$ cat src/rtl/pp_pkg.sv
package pp_pkg;
   localparam int unsigned NUM_BANKS = 2;

   // width of a pointer that indexes n entries, never below one bit
   function automatic int unsigned ptr_width(input int unsigned n);
      return (n < 2) ? 1 : $clog2(n);
   endfunction
endpackage

$ cat src/rtl/pp_bank.sv
module pp_bank #(
   parameter int unsigned DATA_W = 16,
   parameter int unsigned DEPTH  = 6,
   parameter int unsigned ADDR_W = 3
) (
   input  logic              clk,
   input  logic              wr_en,
   input  logic [ADDR_W-1:0] wr_addr,
   input  logic [DATA_W-1:0] wr_data,
   input  logic [ADDR_W-1:0] rd_addr,
   output logic [DATA_W-1:0] rd_data
);
   logic [DATA_W-1:0] mem [DEPTH];
   logic              rd_in_range;

   assign rd_in_range = ({1'b0, rd_addr} < (ADDR_W+1)'(DEPTH));

   always_ff @(posedge clk) begin
      if (wr_en) mem[wr_addr] <= wr_data;
   end

   always_comb begin
      rd_data = '0;
      if (rd_in_range) rd_data = mem[rd_addr];
   end
endmodule

$ cat src/rtl/pp_fill_ctrl.sv
module pp_fill_ctrl #(
   parameter int unsigned BLK_LEN = 6,
   parameter int unsigned ADDR_W  = 3
) (
   input  logic              clk,
   input  logic              rst_n,
   input  logic              accept,
   output logic [ADDR_W-1:0] wr_ptr,
   output logic              dma_bank,
   output logic              blk_done
);
   localparam logic [ADDR_W-1:0] LAST = ADDR_W'(BLK_LEN - 1);

   assign blk_done = accept && (wr_ptr == LAST);

   always_ff @(posedge clk) begin
      if (!rst_n) begin
         wr_ptr   <= '0;
         dma_bank <= 1'b0;
      end else if (accept) begin
         if (blk_done) begin
            wr_ptr   <= '0;
            dma_bank <= ~dma_bank;
         end else begin
            wr_ptr <= wr_ptr + 1'b1;
         end
      end
   end
endmodule

$ cat src/rtl/pp_irq_ctrl.sv
module pp_irq_ctrl (
   input  logic clk,
   input  logic rst_n,
   input  logic blk_done,
   input  logic irq_ack,
   output logic irq,
   output logic overrun
);
   always_ff @(posedge clk) begin
      if (!rst_n) begin
         irq     <= 1'b0;
         overrun <= 1'b0;
      end else begin
         // completion wins over acknowledge
         if (blk_done)     irq <= 1'b1;
         else if (irq_ack) irq <= 1'b0;
         if (blk_done && irq && !irq_ack) overrun <= 1'b1;
      end
   end
endmodule

$ cat src/rtl/pingpong_capture.sv
module pingpong_capture #(
   parameter int unsigned DATA_W  = 16,
   parameter int unsigned BLK_LEN = 6,
   parameter int unsigned ADDR_W  = pp_pkg::ptr_width(BLK_LEN)
) (
   input  logic              clk,
   input  logic              rst_n,
   input  logic              s_valid,
   input  logic [DATA_W-1:0] s_data,
   output logic              s_ready,
   input  logic [ADDR_W-1:0] cpu_addr,
   output logic [DATA_W-1:0] cpu_rdata,
   output logic              cpu_bank,
   output logic [ADDR_W-1:0] fill_level,
   output logic              irq,
   input  logic              irq_ack,
   output logic              overrun
);
   localparam int unsigned NB = pp_pkg::NUM_BANKS;

   if (BLK_LEN < 2) begin : g_bad_len
      $error("BLK_LEN must be at least 2");
   end
   if (DATA_W < 1) begin : g_bad_width
      $error("DATA_W must be at least 1");
   end
   if ((2 ** ADDR_W) < BLK_LEN) begin : g_bad_addr
      $error("ADDR_W too narrow for BLK_LEN");
   end

   logic              ready_q;
   logic              accept;
   logic              dma_bank;
   logic              blk_done;
   logic [ADDR_W-1:0] wr_ptr;
   logic [DATA_W-1:0] bank_rd [NB];

   always_ff @(posedge clk) begin
      if (!rst_n) ready_q <= 1'b0;
      else        ready_q <= 1'b1;
   end

   assign s_ready = ready_q;
   assign accept  = s_valid && ready_q;

   pp_fill_ctrl #(.BLK_LEN(BLK_LEN), .ADDR_W(ADDR_W)) u_fill (
      .clk      (clk),
      .rst_n    (rst_n),
      .accept   (accept),
      .wr_ptr   (wr_ptr),
      .dma_bank (dma_bank),
      .blk_done (blk_done)
   );

   pp_irq_ctrl u_irq (
      .clk      (clk),
      .rst_n    (rst_n),
      .blk_done (blk_done),
      .irq_ack  (irq_ack),
      .irq      (irq),
      .overrun  (overrun)
   );

   for (genvar b = 0; b < NB; b++) begin : g_bank
      pp_bank #(.DATA_W(DATA_W), .DEPTH(BLK_LEN), .ADDR_W(ADDR_W)) u_bank (
         .clk     (clk),
         .wr_en   (accept && (dma_bank == 1'(b))),
         .wr_addr (wr_ptr),
         .wr_data (s_data),
         .rd_addr (cpu_addr),
         .rd_data (bank_rd[b])
      );
   end

   assign cpu_bank   = ~dma_bank;
   assign cpu_rdata  = bank_rd[cpu_bank];
   assign fill_level = wr_ptr;
endmodule

$ cat config.mk
export PLATFORM = sky130hd
export DESIGN_NAME = pingpong_capture
export DESIGN_NICKNAME = d
export VERILOG_FILES = /design/src/rtl/pp_pkg.sv /design/src/rtl/pp_bank.sv /design/src/rtl/pp_fill_ctrl.sv /design/src/rtl/pp_irq_ctrl.sv /design/src/rtl/pingpong_capture.sv
export SDC_FILE = /design/constraint.sdc
export NUM_CORES = 1
export LEC_CHECK = 0
export ABC_AREA = 1
export CORE_UTILIZATION = 30
export CTS_CLUSTER_DIAMETER = 60
export DETAILED_ROUTE_END_ITERATION = 8
export SETUP_SLACK_MARGIN = 0.02
export SYNTH_ARGS = -nofsm -noshare
export SYNTH_HDL_FRONTEND = slang
export SYNTH_SLANG_ARGS = --single-unit
$ cat constraint.sdc
create_clock -name clk -period 4.6 [get_ports clk]
set_input_delay 0.46 -clock clk [delete_from_list [all_inputs] [get_ports clk]]
set_output_delay 0.46 -clock clk [all_outputs]
set_load 0.01 [all_outputs]
* After elaboration in Yosys (flattened, before gate mapping)
Memory sizes are Yosys's and may differ from the RTL's.
Cells that the tools add are included.
** Storage, ports and cells
- Word-level logic and storage cells :: 35
- Input port bits :: 23
- Memories kept :: 2
- Flip-flop bits (word level) :: 7
- Output and inout port bits :: 23
- Bits in writable memories :: 192
** Memory list
- g_bank[0].u_bank.mem :: depth 6, width 16, read ports 1, clocked after Yosys merged registers in 0, write ports 1, line pp_bank.sv:13 : logic [DATA_W-1:0] mem [DEPTH];
- g_bank[1].u_bank.mem :: depth 6, width 16, read ports 1, clocked after Yosys merged registers in 0, write ports 1, line pp_bank.sv:13
** Cells by class
- $add $sub $neg :: 1
- Mux-type cells :: 13
- Equal/unequal tests :: 1
- Bitwise gates (word level) :: 2
- Reductions and logical operators :: 9
- Magnitude comparators :: 2
** Operator list (count)
- two-way mux 16 bit :: 5
- two-way mux 1 bit :: 7
- logical AND 1 bit :: 6
- adder 3 x 1 -> 3 bit (second input constant) :: 1
- equality test 3 bit (second input constant) :: 1
- less-than comparator 3 bit (second input constant) :: 1
- two-way mux 3 bit :: 1
- >= comparator 2 bit (second input constant) :: 1
- NOT 1 -> 2 bit :: 1
- AND reduction 2 bit :: 1
- nonzero test 2 bit :: 1
- logical NOT 1 bit :: 1
- NOT 1 bit :: 1

* Logic depth before layout (Yosys ltp)
Gate-level depths: netlist of run 1.
- Depth in word-level cells :: 5
- Mapped depth :: 11

* Modules after synthesis
Synthesis of run 1 repeated with hierarchy kept, for this count alone.
** Unflattened totals
- Cell total of the unflattened synthesis :: 699
- Area total of the unflattened synthesis :: 8276.7 um^2
** By module, submodules not included
- pp_bank :: cells each 302, instances 2, seq. area each 2882.8 um^2, area an instance 3854.9 um^2
- pingpong_capture :: cells each 57, instances 1, seq. area each 20.0 um^2, area an instance 277.8 um^2
- pp_fill_ctrl :: cells each 29, instances 1, seq. area each 80.1 um^2, area an instance 210.2 um^2
- pp_irq_ctrl :: cells each 9, instances 1, seq. area each 40.0 um^2, area an instance 78.8 um^2

* Worst setup path before layout of run 1
No wires, ideal clock.
- Path type :: in2reg
- Start point :: in s_valid
- End point :: mem g_bank[0].u_bank.mem[0][0], enable pin
- Required time :: 4212 ps
- Path buffers :: 0
- Cell stages on the path :: 4
- Arrival time :: 1504 ps
- Setup slack :: 2708 ps
- Path through :: nand2_1 > inv_1 > nand2_1 > nor2_1
** On the way
- Cells in the longest elaborated chain, start to end :: 4
** Ends and longest elaborated chain
- from (decl) :: line pingpong_capture.sv:8 : input logic s_valid,
- logical AND 1 bit :: line pingpong_capture.sv:44 : assign accept = s_valid && ready_q;
- logical AND 1 bit :: line pingpong_capture.sv:67 : .wr_en (accept && (dma_bank == 1'(b))),
- two-way mux 1 bit :: line pp_bank.sv:19 : if (wr_en) mem[wr_addr] <= wr_data;
- two-way mux 1 bit (not written as such) :: line pp_bank.sv:19
- to (decl) :: line pp_bank.sv:13
Every way passes these cells.

* Worst setup path in the final report of run 1
- Start point :: reg u_fill.dma_bank
- End point :: out cpu_rdata[8]
** On the way
- Cells in the longest elaborated chain, start to end :: 5
** Ends and longest elaborated chain
- from (decl) :: line pp_fill_ctrl.sv:9 : output logic dma_bank,
- from (signal assigned) :: line pp_fill_ctrl.sv:23 : dma_bank <= ~dma_bank;
- NOT 1 bit :: line pingpong_capture.sv:75 : assign cpu_bank = ~dma_bank;
- NOT 1 -> 2 bit (not written as such) :: line pingpong_capture.sv:76 : assign cpu_rdata = bank_rd[cpu_bank];
- two-way mux 16 bit (not written as such) (3 in series) :: line pingpong_capture.sv:76
- to (decl) :: line pingpong_capture.sv:12 : output logic [DATA_W-1:0] cpu_rdata,
Every way passes these cells. The select of a mux whose other input is x is not followed.

==> impl_metrics.tcl, run 1 <==
set metrics [dict create \
    routed_wl_um 20600 \
    cp_slowest_stage_delay_ps 870 \
    antenna_found_initial 1 \
    min_from "u_irq.overrun" \
    numPortBuffers 45 \
    drc 0 \
    crit_required_ps 4140 \
    ff2ff_setup_slack_ps 1920 \
    status "completed" \
    dr.pass1.iters 5 \
    skew_ps 5.73 \
    crit_chain "clkinv_1 -> nand2_1 -> nand2_1 -> nand2_1 -> nand2_1 -> inv_1 -> clkdlybuf4s50_1" \
    core-area_sq_um 28900 \
    cts_tree "done" \
    mostFrequentLayoutCells "nand2_1, edfxtp_1, inv_1" \
    max-slew-margin-rel_pct 16.6 \
    dr.first_iter.drc_count 516 \
    ir_drop_v 0.000250 \
    synth_top_area_cell "edfxtp_1" \
    vias_per_cell 4.36 \
    r2r_cells 3 \
    fin_total_pwr_mw 3.77 \
    cts_resized 0 \
    crit_top_cell "nand2_1" \
    syn_area_per_cell_sq_um 9.65 \
    ys_ff_latch 199 \
    clockBufferDepth 2 \
    holdWs_ps 492 \
    num_antenna_cells 0 \
    syn_inst 916 \
    drt-met1-wl_um 10100 \
    final_area_sq_um 10300 \
    syn2layout_area_growth_pct 16.4 \
    grt_usage_pct 14.1 \
    path_class "reg2out" \
    wl_per_cell_um 15.2 \
    synth_area_sq_um 8840 \
    utilization_pct 35.7 \
    critPathCaptureType "output port" \
    setup-tns-final_ps 0 \
    post-route-period-util_pct 74.1 \
    synth_cell_type_count 20 \
    cts_hold_buf 0 \
    worst_pin_slew_ps 1250 \
    p_leak_nw 4.52 \
    grt_pass1_vias 5481 \
    hold_viol_final 0 \
    clock_latency_ps 430 \
    min_to "u_irq.overrun" \
    synth.area.top_cells "edfxtp_1, nand2_1, inv_1" \
    setup_violations 0 \
    globalplace.congestion 0.823 \
    nNetsFinal 982 \
    clock-sinks 199 \
    fp.dieH_um 174 \
    die_w_um 174 \
    drive_above_1_share_pct 6.08 \
    wl_met2_um 9340 \
    fin_crit_ps 3410 \
    power_density_nw_per_um2 366 \
    cts-root-buf "clkbuf_16" \
    r2r-start "u_fill.dma_bank" \
    cp_data_arrival_time_ps 2950 \
    ant_nets 0 \
    gr-total-overflow 0 \
    cp_max_fo 36 \
    cts_made_buffers 17 \
    grt_max_degree 97 \
    hp-class "reg2reg" \
    maxCapViolCount 0 \
    place_area_sq_um 9700 \
    rows 62 \
    yosys_warnings 0 \
    layout_commonest_cell "nand2_1" \
    synth_nets 941 \
    worst-path-buf-inv 3 \
    wl_met3_um 1030 \
    maxSlewViolCount 0 \
    vias 5899 \
    cpLargestDelayFamily "buffers and inverters" \
    grt_pass1_wl_um 31700 \
    dieArea_sq_um 30100 \
    highest_layer "met5" \
    cp_slowest_cell "clkinv_1" \
    cp-start-kind "flip-flop" \
    io_pins 46 \
    start_util_pct 30.6 \
    synth_top_area_share_pct 65.2 \
    yosysSeqAreaShare_pct 66.8 \
    r2r-end "g_bank[0].u_bank.mem[5][1]" \
    rsz0062_at_grt "false" \
    clk_pin_slew_worst_paths_ps 70 \
    max_freq_mhz 293 \
    htreeDepth 4 \
    post_cts_buffers 0 \
    holdPathStages 2 \
    dpl.hpwl_um 12300 \
]
## worst register-to-register path: stages, from the launching register on
cell	delay (ps)
dfxtp_1	310
clkinv_1	610
nand2_1	400
nor2_2	970
## where the power goes
part	internal [mW]	switching, mW	leakage (nW)	total (mW)
combinational	0.0889	0.164	2.46	0.253
sequential	2.00	0.00423	1.79	2.00
clock	0.849	0.662	0.274	1.51
total	2.94	0.830	4.52	3.77
## cell type report
type,count,area (sq um)
Clock buffer,18,429
Clock inverter,14,159
Fill cell,2905,18600
Inverter,188,706
Multi-Input combinational cell,490,2030
Sequential cell,199,5910
Tap cell,384,480
Timing Repair Buffer,61,578
## cell families after synthesis
kind of cell | Yosys count | share of synthesized area [%]
AO/OA/AOI/OAI | 22 | 1.30
adder cells (fa/ha/maj) | 2 | 0.283
buffers and inverters | 227 | 10.5
flip-flops | 199 | 66.8
AND/OR/NAND/NOR | 466 | 21.1
## synthesized netlist by cell type
library cell	number
or2_2	1
clkinv_1	1
dfxtp_1	7
buf_1	3
clkbuf_1	6
o32ai_1	1
buf_4	1
nor3_1	1
nand3_1	87
inv_2	1
a21oi_1	18
a31oi_1	1
inv_1	186
nor2_1	17
ha_1	2
edfxtp_1	192
buf_6	6
nand2_1	360
buf_2	23
o21ai_0	2
## through the flow
step                std cells  worst slack [ps]
detailed placement       1322              1270
floorplan                 916              2710
finish                   1354              1190
global route             1354              1000
CTS                      1354              1220
global placement         1322              1330
## registers in the layout, summed over array words and instances, names as in the netlist
name and cells:
g_bank.u_bank.mem 192, u_fill.wr_ptr 3, u_irq.irq 1, u_fill.dma_bank 1
u_irq.overrun 1, s_ready 1
## metal layers
layer	up-vias	global-route usage, %
li1	2929	-
met1	2804	20.2
met2	146	21.7
met3	18	3.03
met4	2	3.40
met5	-	0
## worst max-delay path by stage
stage / startpoint / endpoint / slack [ps] / cells past startpoint
after floorplan: s_valid / g_bank[0].u_bank.mem[0][0] / 2710 / 4
after global placement: cpu_addr[2] / cpu_rdata[0] / 1330 / 8
after detailed placement: cpu_addr[2] / cpu_rdata[0] / 1270 / 8
after CTS: u_fill.dma_bank / cpu_rdata[8] / 1220 / 7
after global routing: u_fill.dma_bank / cpu_rdata[8] / 1000 / 7
final: u_fill.dma_bank / cpu_rdata[8] / 1190 / 7
Note: power is estimated with default switching activity, not from simulation.
==> run 2: changes to the inputs <==
Clock period 4.6 ns to 3.4 ns, I/O delays scaled along.
==> run 2 against run 1 <==
Design area grew 0.94%. Die area is the same. Clock power increased by 40%. Core utilization is 0.33 points higher. Sequential cell count stayed put. Combinational power rose by 36%. Critical endpoint is now cpu_rdata[6].
==> impl_metrics.tcl, run 2 (synthesis gave the netlist of run 1 again) <==
set metrics [dict create \
    fp.dieH_um 174 \
    rows 62 \
    r2r-end "g_bank[0].u_bank.mem[2][6]" \
    drive_above_1_share_pct 6.97 \
    dieArea_sq_um 30100 \
    io_pins 46 \
    cts_tree "done" \
    cp_slowest_stage_delay_ps 480 \
    top_regs "g_bank.u_bank.mem x192, u_fill.wr_ptr x3" \
    post_cts_buffers 0 \
    gr-total-overflow 0 \
    dr.first_iter.drc_count 489 \
    wl_per_cell_um 15.1 \
    rsz0062_at_grt "false" \
    grt_usage_pct 14.2 \
    min_from "rst_n" \
    final_cells 1360 \
    cts-root-buf "clkbuf_16" \
    vias_per_cell 4.39 \
    p_leak_nw 4.58 \
    post-route-period-util_pct 79.2 \
    cts_hold_buf 0 \
    clockBufferDepth 2 \
    dpl.hpwl_um 11600 \
    path_class "in2out" \
    nNetsFinal 987 \
    grt_pass1_wl_um 32700 \
    setup_violations 0 \
    setup-tns-final_ps 0 \
    r2r_cells 5 \
    clk_pin_slew_worst_paths_ps 70 \
    power_density_nw_per_um2 497 \
    utilization_pct 36.0 \
    status "completed" \
    drc 0 \
    clock_latency_ps 430 \
    max_freq_mhz 371 \
    cpLargestDelayFamily "buffers and inverters" \
    hp-class "in2reg" \
    ir_drop_v 0.000316 \
    dp_slack_ps 715 \
    cp-start-kind "primary input" \
    ff2ff_setup_slack_ps 1100 \
    grt_max_degree 97 \
    mostFrequentLayoutCells "nand2_1, edfxtp_1, inv_1" \
    r2r-start "u_fill.dma_bank" \
    fin_crit_ps 2690 \
    core-area_sq_um 28900 \
    syn2layout_area_growth_pct 17.5 \
    cp_max_fo 33 \
    die_w_um 174 \
    dr.pass1.iters 4 \
    layout_commonest_cell "nand2_1" \
    numPortBuffers 45 \
    maxCapViolCount 0 \
    worst-path-buf-inv 5 \
    globalplace.congestion 0.762 \
    min_to "s_ready" \
    cts_made_buffers 17 \
    crit_chain "clkdlybuf4s50_1 -> buf_4 -> nand2_1 -> buf_4 -> nand2_1 -> nand2_1 -> nand2_1 -> inv_1 -> clkdlybuf4s50_1" \
    cts_resized 0 \
    hold_viol_final 0 \
    critPathCaptureType "output port" \
    vias 5969 \
    grt_pass1_vias 5935 \
    worst_pin_slew_ps 659 \
    routed_wl_um 20500 \
    antenna_found_initial 1 \
    max-slew-margin-rel_pct 56.0 \
    ant_nets 0 \
    top_register "g_bank.u_bank.mem" \
    largest_reg_flops 192 \
    cp_slowest_cell "clkdlybuf4s50_1" \
    skew_ps 7.13 \
    crit_required_ps 3060 \
    start_util_pct 30.6 \
    placed_cells_incl_taps 1327 \
    crit_top_cell "nand2_1" \
    maxSlewViolCount 0 \
    cp_data_arrival_time_ps 2350 \
    htreeDepth 4 \
    clock-sinks 199 \
    fin_ws_ps 707 \
    holdPathStages 1 \
]
==> run 2: cell types whose count changed in the layout (fill, tap and decap cells not counted), moves of 2 or more <==
cell and change:
buf_12 +2, buf_4 +3, clkinv_1 -3, clkinv_2 -2, clkinv_4 +2, inv_6 +4
==> run 2: layer usage <==
layer / global-route usage [%] / vias up / part of all wire (%)
li1: - / 2944 / -
met1: 19.7 / 2874 / 48
met2: 22.9 / 138 / 46
met3: 3.05 / 11 / 5.5
met4: 3.07 / 2 / 0.61
met5: 0 / - / 0.073
==> run 2: final cells by class <==
class                   instances  area, sq um
inverters                     188          706
fillers                      2894        18500
flip-flops and latches        199         5910
multi-input cells             490         2030
clock inverters                15          194
repair buffers                 66          641
diodes                          1         2.50
clock buffers                  17          425
well taps                     384          480
==> run 2: worst reg2reg max path, cell delays in order, from the launching register on <==
cell and delay, ps:
dfxtp_1 310, clkinv_1 80, buf_4 380, nand2_1 310, nor2_2 540, buf_4 360
==> run 2: where the power goes <==
| group | internal (mW) | leakage, nW | switching, mW |
|---|---|---|---|
| Clock | 1.18 | 0.293 | 0.937 |
| Sequential | 2.70 | 1.79 | 0.00575 |
| Combinational | 0.122 | 2.50 | 0.221 |
==> run 2: stage by stage <==
step	hold WS [ps]	power [mW]	area, sq um
after CTS	422	5.20	10400
after floorplan	368	2.95	8840
final	433	5.17	10400
after global routing	431	5.33	10400
after detailed placement	470	3.11	9760
after global placement	464	3.11	9760
==> run 2: worst max-delay path by stage <==
stage | cells past startpoint | end | startpoint | slack, ps
6_report | 9 | cpu_rdata[6] | cpu_addr[1] | 710
3_3_place_gp | 9 | cpu_rdata[0] | cpu_addr[1] | 710
2_1_floorplan | 4 | g_bank[0].u_bank.mem[0][0] | u_fill.dma_bank | 1530
4_1_cts | 9 | cpu_rdata[15] | cpu_addr[1] | 700
3_5_place_dp | 9 | cpu_rdata[15] | cpu_addr[1] | 710
5_1_grt | 9 | cpu_rdata[15] | cpu_addr[1] | 560
==> run 3: changes to the inputs <==
Clock period 3.4 ns to 2.3 ns, I/O delays scaled along.
==> run 3 against run 2 <==
Sequential cell count stayed put. Routed wire length is 4.1% higher. Die area stayed put. Hold slack worse by 110 ps. Critical path depth is 1 lower. Global-route usage is 0.18 points higher. Design area is 2.6% higher. Critical path type is now reg2out.
==> impl_metrics.tcl, run 3 (synthesis gave the netlist of run 1 again) <==
set metrics [dict create \
    cts_hold_buf 0 \
    holdWs_ps 322 \
    numPortBuffers 45 \
    vias_per_cell 4.38 \
    max_freq_mhz 470 \
    rows 62 \
    wl_per_cell_um 15.5 \
    routed_wl_um 21400 \
    rsz0062_at_grt "false" \
    io_pins 46 \
    drive_above_1_share_pct 8.84 \
    grt_pass1_vias 5842 \
    fin_crit_ps 2130 \
    final_cells 1380 \
    largest_reg_flops 192 \
    power_density_nw_per_um2 705 \
    vias 6041 \
    hp-class "in2reg" \
    status "completed" \
    worst-path-buf-inv 4 \
    dp_slack_ps -2.03 \
    syn2layout_area_growth_pct 20.6 \
    grt_pass1_wl_um 32800 \
    dpl.hpwl_um 13000 \
    globalplace.congestion 0.811 \
    cts_made_buffers 17 \
    cp_data_arrival_time_ps 1900 \
    setup_violations 0 \
    utilization_pct 36.9 \
    grt_max_degree 65 \
    cts-root-buf "clkbuf_16" \
    hold_viol_final 0 \
    num_antenna_cells 0 \
    cp_max_fo 14 \
    cp-start-kind "flip-flop" \
    cts_tree "done" \
    maxSlewViolCount 0 \
    die_w_um 174 \
    top_register "g_bank.u_bank.mem" \
    ant_nets 0 \
    layout_commonest_cell "nand2_1" \
    clockBufferDepth 2 \
    cp_slowest_cell "clkdlybuf4s50_1" \
    fin_total_pwr_mw 7.52 \
    dr.pass1.iters 7 \
    crit_top_cell "nand2_1" \
    nNetsFinal 1008 \
    skew_ps 11.1 \
    post_cts_buffers 0 \
    p_leak_nw 4.77 \
    worst_pin_slew_ps 560 \
    fp.dieH_um 174 \
    gr-total-overflow 0 \
    crit_chain "inv_2 -> buf_4 -> nand2_1 -> nand2_1 -> nand2_1 -> nand2_1 -> inv_1 -> clkdlybuf4s50_1" \
    critPathCaptureType "output port" \
    clock-sinks 199 \
    antenna_found_initial 2 \
    clock_latency_ps 440 \
    cp_slowest_stage_delay_ps 530 \
    ir_drop_v 0.000430 \
    core-area_sq_um 28900 \
    dieArea_sq_um 30100 \
    path_class "reg2out" \
    start_util_pct 30.6 \
    max-slew-margin-rel_pct 62.5 \
    cpLargestDelayFamily "buffers and inverters" \
    maxCapViolCount 0 \
    place_area_sq_um 10000 \
    top_regs "g_bank.u_bank.mem x192, u_fill.wr_ptr x3" \
    grt_usage_pct 14.4 \
    drc 0 \
    mostFrequentLayoutCells "nand2_1, edfxtp_1, inv_1" \
    setup-tns-final_ps 0 \
    clk_pin_slew_worst_paths_ps 70 \
    crit_required_ps 2070 \
    placed_cells_incl_taps 1347 \
    final_area_sq_um 10700 \
    htreeDepth 4 \
    dr.first_iter.drc_count 506 \
    post-route-period-util_pct 92.6 \
    fin_ws_ps 170 \
]
==> run 3: timing repair <==
item	CTS	global route
resized for setup	3	8
endpoints found under the hold margin	0	0
endpoints found under the setup margin	9	16
cloned	0	1
==> run 3: layout make-up <==
type | instances | area [sq um]
well taps | 384 | 480
inverters | 188 | 706
repair buffers | 87 | 956
clock inverters | 12 | 129
clock buffers | 20 | 447
fillers | 2885 | 18200
multi-input cells | 490 | 2030
flip-flops and latches | 199 | 5910
==> run 3: worst reg2reg max path: stages (launching register included) <==
cell and delay (ps):
dfxtp_1 330, nand2_1 110, inv_1 160, nand2_1 240
nor2_2 210, buf_4 290
==> run 3: final timing paths <==
path,from,to,slack (ps),depth (start not counted)
setup / recovery,u_fill.dma_bank,cpu_rdata[9],170,8
hold / removal,rst_n,s_ready,320,1
hold reg to reg,u_irq.overrun,u_irq.overrun,470,2
setup reg to reg,s_ready,g_bank[1].u_bank.mem[5][2],640,5
==> run 3: routing by layer <==
layer  GRT usage, %  vias to the layer above  routed length, um
met1           18.8                     2903               9720
met3           3.20                       21               1000
met2           24.3                      122              10400
li1               -                     2991                  -
met4           3.62                        4                182
met5              0                        -                 28
==> run 3: power breakdown <==
group          internal (mW)  switching (mW)
combinational          0.212           0.343
sequential              4.00         0.00896
clock                   1.63            1.33
total                   5.84            1.68
